File: src/rtl/mei_line_ctrl.sv
module mei_line_ctrl #(
  parameter int LINES = 64,
  localparam int IW = $clog2(LINES)
) (
  input  logic          clk,
  input  logic          rst_n,
  input  logic          req_valid,
  output logic          req_ready,
  input  logic [2:0]    req_op,
  input  logic [IW-1:0] req_idx,
  input  logic          req_wt,
  input  logic          req_ci,
  input  logic          req_rsv,
  input  logic          victim_mod,
  input  logic          fill_valid,
  input  logic [IW-1:0] fill_idx,
  input  logic          fill_mod,
  output logic [1:0]    line_state,
  output logic [1:0]    next_state,
  output logic          rd_hit,
  output logic          wr_hit,
  output logic          sc_done,
  output logic          sc_ok,
  output logic          bus_valid,
  input  logic          bus_ready,
  output logic [2:0]    bus_kind,
  output logic [2:0]    bus_beats,
  output logic [IW-1:0] bus_idx
);
  localparam logic [1:0] S_I = 2'd0, S_E = 2'd1, S_M = 2'd2;
  localparam logic [2:0] OP_LD = 3'd0, OP_ST = 3'd1, OP_LR = 3'd2, OP_SC = 3'd3, OP_FL = 3'd4;
  localparam logic [2:0] K_RD = 3'd0, K_RWITM = 3'd2, K_WWF = 3'd4, K_WWK = 3'd6, K_FL = 3'd7;
  localparam logic [2:0] ONE = 3'd1, FOUR = 3'd4;

  logic [1:0] tbl [LINES];
  logic       ph;
  logic [1:0] cur, ns, nops;
  logic [2:0] k0, k1, b0, b1, rv;
  logic       rd, wr, acc, go_st;

  assign rv    = {2'b00, (req_op == OP_LR) || (req_op == OP_SC)};
  assign go_st = (req_op == OP_ST) || (req_op == OP_SC && req_rsv);

  always_comb begin
    cur  = tbl[req_idx];
    ns   = cur;
    nops = 2'd0;
    k0 = K_RD; k1 = K_RD; b0 = ONE; b1 = ONE;
    rd = 1'b0; wr = 1'b0;
    case (req_op)
      OP_LD, OP_LR: begin
        if (req_ci) begin
          nops = 2'd1; k0 = K_RD | rv;
        end else if (cur == S_I) begin
          if (victim_mod) begin
            nops = 2'd2; k0 = K_WWK; b0 = FOUR; k1 = K_RD | rv; b1 = FOUR;
          end else begin
            nops = 2'd1; k0 = K_RD | rv; b0 = FOUR;
          end
        end else rd = 1'b1;
      end
      OP_ST, OP_SC: begin
        if (go_st) begin
          if (req_ci) begin
            if (cur == S_M) begin
              nops = 2'd2; k0 = K_WWK; b0 = FOUR; k1 = K_WWF | rv;
            end else begin
              nops = 2'd1; k0 = K_WWF | rv;
            end
          end else if (req_wt) begin
            nops = 2'd1;
            if (cur == S_M) begin
              k0 = K_WWK; b0 = FOUR;
            end else begin
              k0 = K_WWF | rv; wr = (cur == S_E);
            end
          end else if (cur == S_I) begin
            if (victim_mod) begin
              nops = 2'd2; k0 = K_WWK; b0 = FOUR; k1 = K_RWITM | rv; b1 = FOUR;
            end else begin
              nops = 2'd1; k0 = K_RWITM | rv; b0 = FOUR;
            end
          end else begin
            wr = 1'b1; ns = S_M;
          end
        end
      end
      OP_FL: begin
        nops = 2'd1; ns = S_I;
        if (cur == S_M) begin
          k0 = K_WWK; b0 = FOUR;
        end else k0 = K_FL;
      end
      default: ;
    endcase
  end

  assign bus_valid  = req_valid && (nops != 2'd0);
  assign bus_kind   = ph ? k1 : k0;
  assign bus_beats  = ph ? b1 : b0;
  assign bus_idx    = req_idx;
  assign req_ready  = !req_valid || (nops == 2'd0) || (bus_ready && (ph || nops == 2'd1));
  assign acc        = req_valid && req_ready;
  assign rd_hit     = acc && rd;
  assign wr_hit     = acc && wr;
  assign sc_done    = acc && (req_op == OP_SC);
  assign sc_ok      = sc_done && req_rsv;
  assign line_state = cur;
  assign next_state = ns;

  always_ff @(posedge clk) begin
    if (!rst_n) begin
      ph <= 1'b0;
      for (int i = 0; i < LINES; i++) tbl[i] <= S_I;
    end else begin
      if (acc) ph <= 1'b0;
      else if (bus_valid && bus_ready && nops == 2'd2) ph <= 1'b1;
      if (fill_valid) tbl[fill_idx] <= fill_mod ? S_M : S_E;
      if (acc) tbl[req_idx] <= ns;
    end
  end

  p_stall_holds_r12: assert property (@(posedge clk) disable iff (!rst_n)
    bus_valid && !bus_ready |-> !req_ready);

  p_hit_quiet_r3: assert property (@(posedge clk) disable iff (!rst_n)
    rd_hit |-> !bus_valid);

  p_sc_fail_r11: assert property (@(posedge clk) disable iff (!rst_n)
    req_valid && req_op == OP_SC && !req_rsv |-> req_ready && !bus_valid && sc_done && !sc_ok);

  p_flush_inv_r9: assert property (@(posedge clk) disable iff (!rst_n)
    acc && req_op == OP_FL |=> tbl[$past(req_idx)] == S_I);

  p_store_mod_r6: assert property (@(posedge clk) disable iff (!rst_n)
    wr_hit && !req_wt && !req_ci |=> tbl[$past(req_idx)] == S_M);
endmodule

File: config.mk
export PLATFORM = sky130hd
export DESIGN_NAME = mei_line_ctrl
export DESIGN_NICKNAME = d
export VERILOG_FILES = /design/src/rtl/mei_line_ctrl.sv
export SDC_FILE = /design/constraint.sdc
export NUM_CORES = 1
export LEC_CHECK = 0
export BUFFER_PORTS_ARGS = -buffer_cell sky130_fd_sc_hd__buf_2
export CAP_MARGIN = 5
export CORE_MARGIN = 3
export CORE_UTILIZATION = 45
export DETAILED_ROUTE_END_ITERATION = 8
export SKIP_CTS_REPAIR_TIMING = 1
export SYNTH_ARGS = -nofsm -noshare
export SYNTH_HDL_FRONTEND = slang
export SYNTH_SLANG_ARGS = --single-unit
File: constraint.sdc
create_clock -name clk -period 7.4 [get_ports clk]
set_input_delay 1.48 -clock clk [delete_from_list [all_inputs] [get_ports clk]]
set_output_delay 1.48 -clock clk [all_outputs]
set_load 0.01 [all_outputs]
After elaboration in Yosys (flattened, before gate mapping). Memories as Yosys holds them, arrays and structs flattened. Cells that the tools add are included.

Register bits after elaboration: 1. Latch bits: 0. RAM bits: 128. ROM bits: 0. Input bits: 25. Output and inout port bits: 22. Memories: 1.

Memory list: tbl (depth 64, bits a word 2, read ports 1, clocked after memory_dff 0, write ports 64, line 35) `logic [1:0] tbl [LINES];`.

Add/subtract/negate cells: 0. Multiply operators: 0. Divide/modulo/power cells: 0. $lt $le $gt $ge: 0. Equal/unequal tests: 8. Shift-type cells: 0. Mux-type cells: 72. Bitwise gates (word level): 1. Reductions and logical operators: 25.

Operators by type and width (number): two-way mux 3 bit (25); two-way mux 2 bit (18); two-way mux 1 bit (21); one-hot mux 3 bit (3 select lines) (2); two-way mux 6 bit (2); one-hot mux 3 bit (2 select lines) (2); logical AND 1 bit (10); OR reduction 2 bit (5); == test 3 x 2 -> 1 bit (second input constant) (2); one-hot mux 2 bit (3 select lines) (1); logical OR 1 bit (5); == test 2 x 1 -> 1 bit (second input constant) (2); == test 2 bit (second input constant) (2); zero test 2 bit (2); one-hot mux 2 bit (2 select lines) (1); == test 3 x 1 -> 1 bit (second input constant) (1); == test 3 bit (second input constant) (1); zero test 3 bit (1); nonzero test 2 bit (1); zero test 1 bit (1); inverter 1 bit (1).

Logic depth before layout (Yosys ltp). Gate-level depths: netlist (run 1). An unclocked memory read counts as a cell.

Depth in word-level cells: 17. Gate-level depth with buffers: 16. Depth with buffers taken out: 11.

Least setup slack after synthesis (run 1). OpenSTA, ideal clock, no wires.

Path kind: input port to output port. Start point: input req_idx[2]. End point: output wr_hit. Data arrival time: 4571 ps. Data required time: 5920 ps. Slack: 1349 ps. Stages: 13. Path buffers: 2. Cells stage by stage: buf_2 buf_1 mux2i_1 o22ai_1 o21ai_0 o211ai_1 nor4b_4 and2b_1 a21oi_2 nor4_4 nand2b_1 nand2_1 a2111oi_0.

Word-level cells in the longest chain between the ends: 13. Elaborated cells on any way between the ends: 25.

RTL lines: start: declaration (line 10) `input logic [IW-1:0] req_idx,`; memory read (64 x 2 bit) (*); zero test 2 bit (line 54, 77); two-way mux 2 bit (line 77) `end else if (cur == S_I) begin`; two-way mux 2 bit (line 70) `end else if (req_wt) begin`; two-way mux 2 bit (line 64) `if (req_ci) begin`; two-way mux 2 bit (line 63) `if (go_st) begin`; one-hot mux 2 bit (3 select lines) (line 50) `case (req_op)`; == test 2 x 1 -> 1 bit (line 102) `assign req_ready = !req_valid || (nops == 2'd0) || (bus_ready && (ph || nops == 2'd1));`; logical OR 1 bit (line 102); logical AND 1 bit (line 102); logical OR 1 bit (line 102); logical AND 1 bit (line 103) `assign acc = req_valid && req_ready;`; logical AND 1 bit (*) (line 105) `assign wr_hit = acc && wr;`; end: declaration (line 21) `output logic wr_hit,`.

Mark *: on every way between the ends. The rest lies on a longest branch, timed or not.

Worst setup path in the final report (run 1).
Start point: input req_idx[0]. End point: output wr_hit.

Same word-level chain as after synthesis.

==> results.txt, run 1 <==
The library cells used most frequently in the layout, excluding fill and tap cells, are sky130_fd_sc_hd__mux2i_1 (148), sky130_fd_sc_hd__nand2_1 (147), sky130_fd_sc_hd__edfxtp_1 (128). For this run, the number of standard cells in the final layout without fillers is 1220. Once the floorplan was initialized, standard cells occupied 46.1% of the core. At the end of the flow the core is filled with cells to 50.4%. The tools report the final number of hold-violating endpoints as 0. Initial antenna violation count: 0. Entering global routing, the biggest net connects 65 pins.

The per-cell via count in the routed design is 6.64, and the total non-filler cell area in the finished layout is 10300 um2. The count of buffers added on input and output ports is 45. The layout overhead on the synthesized area was 9.26%. The number of cell instances on the worst register-to-register path was 11; the detailed-placement wirelength estimate was 21500 um.

The flow ran to the end, and the final reports show no timing, DRC or antenna violations. The tools report the final number of setup-violating endpoints as 0. The number of cells produced by synthesis is 948, and the register area share after synthesis is 41.2%.

The placed cell area is 9720 um2, and the internal power component is 1400 uW. For this run, the top clock speed supported by timing is 0.149 GHz. Counting flops and latches in the post-synthesis netlist gives 129.

The number of global-route vias before repair came out at 7593. Along the worst path, the maximum fanout reaches 31. The tools report the sequential power share as 42.8%. Clock latency on the worst-skew pair, taken at its later pin, is 430 ps. Most common cell after layout, fill and taps aside: sky130_fd_sc_hd__mux2i_1. The floorplan step set the die height to 150 um.

The die width was 150 um. The cell that appears most often on the critical path is sky130_fd_sc_hd__buf_2. The post-synth net total is 973.

The logs give 0 ps for the setup total negative slack and 0.00359 uW for the leakage power figure. Pin placement for this block handled 47 I/O pins. The final weighted congestion in routability-driven placement was 0.934; the total count of max-transition violations in the final report was 0.

The clock edge transition at the registers on the reported setup and hold paths was 50 ps; the number of nets in the final layout was 963. The logs give 67 for the post-synthesis cell type count and 33000 um for the wire length reported by the detailed router. The count of flip-flops with a built-in enable after synthesis is 128.

The wire length of the first global-routing pass is 48500 um, and the worst hold path depth is 1. In this run the power density over the cells is 192 nW/um2. A synthesized cell averages 9.90 um2. In this design, the stage delay of the slowest critical-path cell is 550 ps.

The per-cell routed wire length came out at 27.0 um. Per report_power, the combinational group accounts for 16.3% of the total. The logs give 0 for the final routed DRC violation total and 809 ps for the post-placement worst setup slack.

The critical path is of the primary input to primary output type. The total die area was 22600 um2; the part of the cycle the worst path needs was 90.5%. The run gives 2 as the maximum buffer depth of the clock tree.

The slowest stage of the critical path belongs to the cell sky130_fd_sc_hd__buf_2. The area of the core was 20400 um2. VDD sags by at most 0.158 mV.

The tools report the part of the power in the clock network as 40.9%. The antenna diode count was 0. Number of detailed-route iterations in the first pass: 6.

Top cell family by delay on the critical path: compound AO/OA/AOI/OAI gates. STA classifies the critical path endpoint as a primary output. In this run the core area contains 52 standard-cell rows. The logs give 9390 um2 for the synthesized area and 0 for the overflow left after global routing. The ratio of cells with drive above 1 in the final layout is 18.2%, and the CTS buffer count is 17. The share of flip-flops with an asynchronous set or reset was 0%. The initial DRC count is 1276. Data on the critical path arrives at its endpoint at 5210 ps. Counting tap cells, the placed design contains a total of 1189 instances. Data required time at the worst endpoint: 5920 ps. Setup repair after global routing left no endpoint under its margin. The most used flip-flop cell after synthesis is sky130_fd_sc_hd__edfxtp_1.

Summed over all nets, the switching power comes to 564 uW. The tool flagged a number of max-cap violations equal to 0. The number of buffers and inverters on the critical path is 2.

For the pin with the worst max-slew slack, the measured transition is 1160 ps. The max-slew headroom at the worst pin came out at 22.5%. In this run the clock root is driven by a sky130_fd_sc_hd__clkbuf_16.

Net switching is 28.7% of the power. TritonCTS built the clock tree. The startpoint of the worst register-to-register path was tbl[55][0]. Across all register-to-register paths, the minimum setup slack is 2720 ps.

The startpoint of the tightest hold check path is ph. The min-delay analysis places its worst path in the category register to register. The worst setup path is launched from a primary input.

The number of nets still failing antenna checks after routing is 0. The worst hold path terminates at ph. For the number of synthesis warnings, the log shows 0.

Global routing used 29.2% of the available tracks. The vias after detailed routing is 8096, and the final critical-path required period is 6690 ps. Clock tree synthesis found a total of 129 sinks. CTS built an H-tree with a depth of 4. In this run the critical register-to-register path is captured at tbl[5][1]. The signal on the critical path passes through buf_2 -> nor2_1 -> a221o_1 -> a22oi_1 -> o22ai_1 -> nor4_4 -> and2b_1 -> a21oi_2 -> o41ai_1 -> nand2b_1 -> nand2_1 -> a2111oi_0 -> buf_2.

The worst-case clock skew was 7.13 ps. Setup slack on the critical path of the routed design comes to 706 ps.
[per-stage QoR]
stage / hold WS [ps] / total power (uW)
4_1_cts: 717 / 1960
5_1_grt: 774 / 2010
3_3_place_gp: 705 / 1170
2_1_floorplan: 739 / 1060
6_report: 715 / 1970
3_5_place_dp: 709 / 1170
[final cells by class]
type	count	area, um2
inverters	12	45.0
fillers	1861	10100
clock inverters	8	88.8
flip-flops and latches	129	3860
multi-input cells	712	5090
clock buffers	23	448
well taps	270	338
repair buffers	66	385
[layer usage]
| metal | vias to the layer above | global-route usage [%] | part of all wire [%] |
|---|---|---|---|
| li1 | 3560 | - | - |
| met1 | 3927 | 42.1 | 42 |
| met2 | 524 | 43.4 | 44 |
| met3 | 85 | 6.74 | 11 |
| met4 | 0 | 9.70 | 3.2 |
| met5 | - | 0 | 0 |
[power by group through the flow]
| stage | Clock [uW] | Sequential [uW] | Combinational, uW |
|---|---|---|---|
| global placement | 0 | 857 | 311 |
| detailed placement | 0 | 856 | 313 |
| CTS | 802 | 841 | 313 |
| finish | 804 | 842 | 321 |
| floorplan | 0 | 847 | 216 |
| global route | 829 | 843 | 337 |
[flip-flops by register name, indices dropped and copies added, names as in the netlist]
signal and cells:
ph 1, tbl 128
[cell usage after synthesis, drive strengths merged, types with 7 or more instances]
library cell	count	area [um2]
nor3	12	60.1
a22oi	12	90.1
o211ai	21	158
a21oi	10	53.8
and3	9	56.3
nor2	41	154
edfxtp	128	3840
o21ai	30	150
clkbuf	65	244
mux2i	148	1480
nand2	147	552
nand3b	19	143
or2	26	163
o22ai	11	68.8
and2	14	87.6
a22o	11	96.3
inv	12	45.0
nand4	18	113
buf	30	176
nand3	46	230
nor4	38	474
o221ai	13	114
nand2b	7	43.8
[logic make-up after synthesis]
group / after synthesis / share of synthesized area [%]
other cells: 1 / 0.0400
flops: 129 / 41.2
compound gates: 136 / 10.4
xor+xnor: 1 / 0.0933
buf+inv: 107 / 4.96
simple gates: 414 / 25.4
mux: 160 / 17.9
[worst max-delay path by stage]
stage | startpoint | endpoint | slack (ps) | depth (start not counted)
2_1_floorplan | req_idx[2] | wr_hit | 1350 | 13
3_3_place_gp | req_idx[0] | wr_hit | 860 | 13
3_5_place_dp | req_idx[1] | wr_hit | 810 | 14
4_1_cts | req_idx[0] | wr_hit | 800 | 13
5_1_grt | req_idx[0] | wr_hit | 470 | 13
6_report | req_idx[0] | wr_hit | 710 | 13
(Power assumes the default switching activity.)
==> run 2, diff against run 1 <==
--- a/config.mk
+++ b/config.mk
@@ -10,6 +10,8 @@
 export CORE_MARGIN = 3
 export CORE_UTILIZATION = 45
 export DETAILED_ROUTE_END_ITERATION = 8
+export GPL_ROUTABILITY_DRIVEN = 0
+export PLACE_DENSITY = 0.68
 export SKIP_CTS_REPAIR_TIMING = 1
 export SYNTH_ARGS = -nofsm -noshare
 export SYNTH_HDL_FRONTEND = slang
==> run 2 against run 1 <==
Compared with the run above: final area down 0.26%; largest cell class unchanged; critical endpoint unchanged; routed wire length down 1.2%; global-route usage down 0.17 points; largest power group unchanged; highest routed layer unchanged; combinational power about the same; hold slack better by 16 ps; die area unchanged; critical path depth unchanged; via count up 2.3%.
==> results.txt, run 2 (same netlist as run 1, synthesis figures left out) <==
The stage delay of the slowest cell on the critical path works out to 580 ps (+30 ps). The run gives 0 (unchanged) as the antenna diode count. TritonCTS built the clock tree. The actual slew at the worst max-slew pin is 1180 ps (+23.3 ps). The highest-delay cell along the critical path was sky130_fd_sc_hd__mux4_2. The port buffer count was 45 (unchanged); the per-cell via count in the routed design was 6.79 (+2.4%). The total of max-cap violations was 0 (unchanged). The run gives 7792 (+2.6%) as the number of global-route vias before repair.

Total count of max-transition violations in the final report: 0 (unchanged). The final critical-path required period came out at 6700 ps (+9.97 ps). The root buffer cell was sky130_fd_sc_hd__clkbuf_16. Register name with the most flops: tbl. The run gives 0 (unchanged) as the overflow left after global routing. The initial antenna violation count came out at 0 (unchanged).

Leaving out fill and tap cells, the most frequent cell in the layout is sky130_fd_sc_hd__mux2i_1. The tools report the detailed-placement wirelength estimate as 21300 um (-1.3%). The data required time at the worst endpoint was 5920 ps (about the same). The setup total negative slack was 0 ps (unchanged). For the total track usage, the log shows 29.0% (-0.17 points). The run gives 129 (unchanged) as the total clock sinks. The maximum buffer depth of the clock tree is 2 (unchanged). The final routed DRC violation total is 0 (unchanged). The layout overhead on the synthesized area was 8.98%. The H-tree level count came out at 4 (unchanged). STA classifies the critical path startpoint as a primary input.

The number of detailed-route iterations in the first pass was 7 (+1). The data arrival time of the critical path was 5220 ps (about the same); the row count was 52 (unchanged). The critical path goes through buf_2 -> mux4_2 -> mux2i_1 -> o22ai_1 -> a211o_1 -> nor4b_4 -> and2b_1 -> a21oi_2 -> nor4_4 -> nand2b_1 -> nand2_1 -> a2111oi_0 -> buf_2. The max-slew headroom at the worst pin came out at 20.9% (-1.6 points).

The worst hold path belongs to the class register to register. The total die area came out at 22600 um2 (unchanged). CTS buffer count: 17 (unchanged). Startpoint-to-endpoint class of the critical path: primary input to primary output. The number of flip-flops under the largest register name came out at 128 (unchanged). Number of nets in the final layout: 961 (-0.21%).

For the worst-case clock skew, the log shows 12.3 ps (+5.12 ps). On the critical path the largest part of the delay comes from simple AND/OR/NAND/NOR gates. The cell count along the critical path is 13 (unchanged). The flow ran to the end, and the final reports show no timing, DRC or antenna violations.

For the initial DRC count, the log shows 1383 (+8.4%). The peak supply drop was 0.146 mV (-7.7%); the power density over the cells was 190 nW/um2 (-1.1%). The tools report the vias after detailed routing as 8283 (+2.3%).

The die width came out at 150 um (unchanged). For the final core area utilization, the log shows 50.2% (-0.13 points). The largest net degree at the start of global routing was 65 (unchanged). The cell seen most often among critical-path stages is sky130_fd_sc_hd__buf_2.

Final number of hold-violating endpoints: 0 (unchanged). Critical-path maximum fanout: 34 (+9.7%). Clock edge transition at the registers on the reported setup and hold paths: 50 ps (about the same).

Setup repair after global routing left no endpoint under its margin. The achievable clock frequency is 0.149 GHz (-0.15%). The part of the cycle the worst path needs was 90.6% (+0.13 points). The largest registers in the layout are tbl x128, ph x1.

The vertical die dimension is 150 um (unchanged), and the number of top-level pins is 47 (unchanged). The worst hold path depth came out at 1 (unchanged). The clock latency at the later pin of the worst-skew pair is 440 ps (about the same). The logs give 20400 um2 (unchanged) for the area of the core and 0.00359 uW (-0.15%) for the leakage power figure.

The ratio of cells with drive above 1 in the final layout is 18.5% (+0.34 points). STA classifies the critical path endpoint as a primary output. The number of nets still failing antenna checks after routing came out at 0 (unchanged). For the wire length of the first global-routing pass, the log shows 48700 um (+0.43%). Leaving out fill and tap cells, the most frequent cells in the layout are sky130_fd_sc_hd__mux2i_1 (148), sky130_fd_sc_hd__nand2_1 (147), sky130_fd_sc_hd__edfxtp_1 (128). For the effective utilization at floorplan, the log shows 46.1% (unchanged). The final number of setup-violating endpoints was 0 (unchanged); the per-cell routed wire length was 26.7 um (-1.1%). The wire length reported by the detailed router was 32600 um (-1.2%); the count of buffering cells on the critical path with inverters included was 2 (unchanged).

The number of cell instances on the worst register-to-register path was 12 (+1).
run 2: cell type report:
class                   instances  area (um2)
inverters                      12        45.0
flip-flops and latches        129        3860
well taps                     270         338
multi-input cells             712        5080
fillers                      1843       10100
clock inverters                12        93.8
repair buffers                 64         370
clock buffers                  20         437
run 2: stage by stage:
| stage | std cells | area [um2] | total power (uW) | setup slack [ps] | hold WS, ps |
|---|---|---|---|---|---|
| global route | 1219 | 10200 | 1990 | 443 | 744 |
| floorplan | 948 | 9390 | 1060 | 1350 | 739 |
| CTS | 1219 | 10200 | 1930 | 736 | 725 |
| global placement | 1187 | 9700 | 1160 | 829 | 714 |
| detailed placement | 1187 | 9700 | 1160 | 753 | 715 |
| finish | 1219 | 10200 | 1940 | 696 | 731 |
run 2: path summary, 6_finish.rpt:
path / from / slack, ps / end
max: req_idx[1] / 700 / wr_hit
min: ph / 730 / ph
max reg2reg: tbl[59][0] / 2810 / tbl[5][1]
min reg2reg: ph / 730 / ph
run 2: layer usage:
| metal | GRT usage (%) | vias to the layer above | share of wire, % |
|---|---|---|---|
| met5 | 0 | - | 0 |
| met4 | 12.7 | 0 | 4.2 |
| met3 | 6.80 | 110 | 13 |
| met2 | 42.7 | 629 | 44 |
| met1 | 40.9 | 3978 | 39 |
| li1 | - | 3566 | - |
run 2: where the power goes:
group | internal (uW) | total, uW | switching [uW] | leakage (uW)
clock network | 456 | 778 | 322 | 0.000264
logic | 85.4 | 318 | 233 | 0.00199
registers | 829 | 843 | 14.6 | 0.00133
==> run 3, diff against run 2 <==
--- a/config.mk
+++ b/config.mk
@@ -12,7 +12,9 @@
 export DETAILED_ROUTE_END_ITERATION = 8
 export GPL_ROUTABILITY_DRIVEN = 0
 export PLACE_DENSITY = 0.68
+export RECOVER_POWER = 50
 export SKIP_CTS_REPAIR_TIMING = 1
 export SYNTH_ARGS = -nofsm -noshare
 export SYNTH_HDL_FRONTEND = slang
 export SYNTH_SLANG_ARGS = --single-unit
+export TNS_END_PERCENT = 20
==> run 3 against run 2 <==
Compared with the run above: non-clock buffer count stayed put; sequential cell count stayed put; hold slack hardly changed; highest routed layer unchanged; die area stayed put; critical endpoint unchanged.
==> results.txt, run 3 (same netlist as run 1, synthesis figures left out) <==
The flow ran to the end, and the final reports show no timing, DRC or antenna violations. The run gives 0 (unchanged) as the initial antenna violation count. The detailed-placement wirelength estimate was 21300 um (unchanged).

The run gives 52 (unchanged) as the row count. The port buffer count is 45 (unchanged), and the layout overhead on the synthesized area is 7.31%. The final critical-path required period is 6830 ps (+123 ps). The tree is rooted in a sky130_fd_sc_hd__clkbuf_16. Highest-utilization routing layer at the global route stage: met2. More flip-flops sit in one register than any other, and that register is tbl.

The final number of hold-violating endpoints was 0 (unchanged); the total clock sinks was 129 (unchanged). The vias after detailed routing came out at 8366 (+1.0%). The number of detailed-route iterations in the first pass was 5 (-2); the final routed DRC violation total was 0 (unchanged). The actual slew at the worst max-slew pin came out at 1230 ps (+51.1 ps). Number of filler instances in the final layout: 1858 (+0.81%).

The library cell used most frequently in the layout, excluding fill and tap cells, is sky130_fd_sc_hd__mux2i_1. The logs give 16.6 ps (+4.36 ps) for the worst-case clock skew and 4940 um2 (-2.8%) for the footprint of the multi-input gates. The met1 layer usage reported by global route is 40.9% (unchanged), and the peak supply drop is 0.146 mV (+0.17%).

STA classifies the critical path startpoint as a primary input. The clock edge transition at the registers on the reported setup and hold paths was 50 ps (about the same). The logs give 440 ps (about the same) for the clock latency at the later pin of the worst-skew pair and 48700 um (unchanged) for the wire length of the first global-routing pass. The run gives 753 ps (unchanged) as the post-placement worst setup slack. The initial DRC count is 1331 (-3.8%). The die width was 150 um (unchanged). The worst setup path is of the primary input to primary output kind. The part of the cycle the worst path needs was 92.3% (+1.7 points); the achievable clock frequency was 0.146 GHz (-1.8%). In the layout the commonest cells are sky130_fd_sc_hd__mux2i_1 (148), sky130_fd_sc_hd__nand2_1 (147), sky130_fd_sc_hd__edfxtp_1 (128). The sequential power share is 43.7% (+0.2 points). TritonCTS built the clock tree. The critical-path maximum fanout is 16 (-53%), and the worst hold path depth is 1 (unchanged).

The CTS buffer count came out at 17 (unchanged). The largest net degree at the start of global routing came out at 65 (unchanged). The run gives 42.7% (unchanged) as the met2 capacity usage during global routing. The ratio of cells with drive above 1 in the final layout works out to 15.3% (-3.3 points). The run gives 0 (unchanged) as the overflow left after global routing.

The power density over the cells is 192 nW/um2 (+1.1%). The logs give 961 (unchanged) for the number of nets in the final layout and 5350 ps (+130 ps) for the data arrival time of the critical path. Antenna diode count: 0 (unchanged). The total track usage was 29.0% (unchanged). The switching power of the nets is 565 uW (-0.81%), and the wire length reported by the detailed router is 32700 um (+0.52%). Vertical die dimension: 150 um (unchanged).

The total count of max-transition violations in the final report is 0 (unchanged), and the effective utilization at floorplan is 46.1% (unchanged). Setup repair after global routing left no endpoint under its margin. Per-cell via count in the routed design: 6.86 (+1.0%). The tools report the worst setup slack after layout as 573 ps (-123 ps). The per-cell routed wire length was 26.9 um (+0.52%); the number of cell instances on the worst register-to-register path was 12 (unchanged). The maximum buffer depth of the clock tree came out at 2 (unchanged). The data required time at the worst endpoint came out at 5920 ps (about the same). Final number of setup-violating endpoints: 0 (unchanged). The part of the power in the clock network came out at 40.2% (about the same). The tools report the internal power component as 1370 uW (-0.25%).

The total of max-cap violations is 0 (unchanged). The run gives 0.00356 uW (-0.81%) as the leakage power figure. The area of the core came out at 20400 um2 (unchanged). The worst setup path is captured at a primary output. The run gives 17.7% (-3.2 points) as the max-slew headroom at the worst pin.

The switching share of power is 29.3% (-0.12 points). The class of the tightest hold or removal check was register to register. The largest registers in the layout are tbl x128, ph x1. Setup total negative slack: 0 ps (unchanged). The combinational cell fraction of total power was 16.1% (-0.3 points); the number of global-route vias before repair was 7792 (unchanged).

The tools report the number of top-level pins as 47 (unchanged). Number of flip-flops under the largest register name: 128 (unchanged). The global-route met3 utilization was 6.80% (unchanged). The number of nets still failing antenna checks after routing was 0 (unchanged). The H-tree level count was 4 (unchanged).

The total area of sequential cells was 3860 um2 (unchanged); the total die area was 22600 um2 (unchanged).
run 3: final cells by class:
class / instances / share of cell area (%)
Clock buffer: 20 / 4.34
Clock inverter: 12 / 0.932
Inverter: 12 / 0.447
Multi-Input combinational cell: 712 / 49.0
Sequential cell: 129 / 38.4
Tap cell: 270 / 3.35
Timing Repair Buffer: 64 / 3.53
run 3: final timing paths:
kind | start | slack [ps] | to
worst max-delay path | req_idx[5] | 570 | wr_hit
worst max register to register | tbl[59][0] | 2270 | tbl[40][0]
worst min register to register | ph | 730 | ph
worst min-delay path | ph | 730 | ph
run 3: stage by stage:
stage	util [%]	power, uW	hold slack [ps]	std cells	instance area (um2)
final	49.5	1930	731	1219	10100
after global routing	49.5	1980	744	1219	10100
after CTS	50.2	1930	725	1219	10200
after detailed placement	47.6	1160	715	1187	9700
after global placement	47.6	1160	714	1187	9700
after floorplan	-	1060	739	948	9390
run 3: worst max-delay path, cell delays in order:
cell                        delay [ps]
sky130_fd_sc_hd__clkbuf_1          660
sky130_fd_sc_hd__or3b_1            440
sky130_fd_sc_hd__nor2_1             70
sky130_fd_sc_hd__a221oi_1          380
sky130_fd_sc_hd__nand4_1           190
sky130_fd_sc_hd__nor4_4            530
sky130_fd_sc_hd__and2b_1           280
sky130_fd_sc_hd__a21oi_1           310
sky130_fd_sc_hd__o41ai_1           120
sky130_fd_sc_hd__clkbuf_1          140
sky130_fd_sc_hd__nand2b_1          110
sky130_fd_sc_hd__nand2_1           100
sky130_fd_sc_hd__a2111oi_0         340
sky130_fd_sc_hd__buf_2             200
run 3: layer usage:
layer / vias up / share of wire (%) / routed length [um]
met3: 125 / 13 / 4170
met5: - / 0 / 0
met2: 681 / 44 / 14300
met4: 0 / 4.6 / 1510
li1: 3566 / - / -
met1: 3994 / 39 / 12800
run 3: power groups by stage:
stage / combinational, uW / sequential, uW / clock (uW)
6_report: 311 / 843 / 777
5_1_grt: 325 / 844 / 810
3_5_place_dp: 308 / 857 / 0
3_3_place_gp: 307 / 857 / 0
4_1_cts: 309 / 842 / 779
2_1_floorplan: 216 / 847 / 0
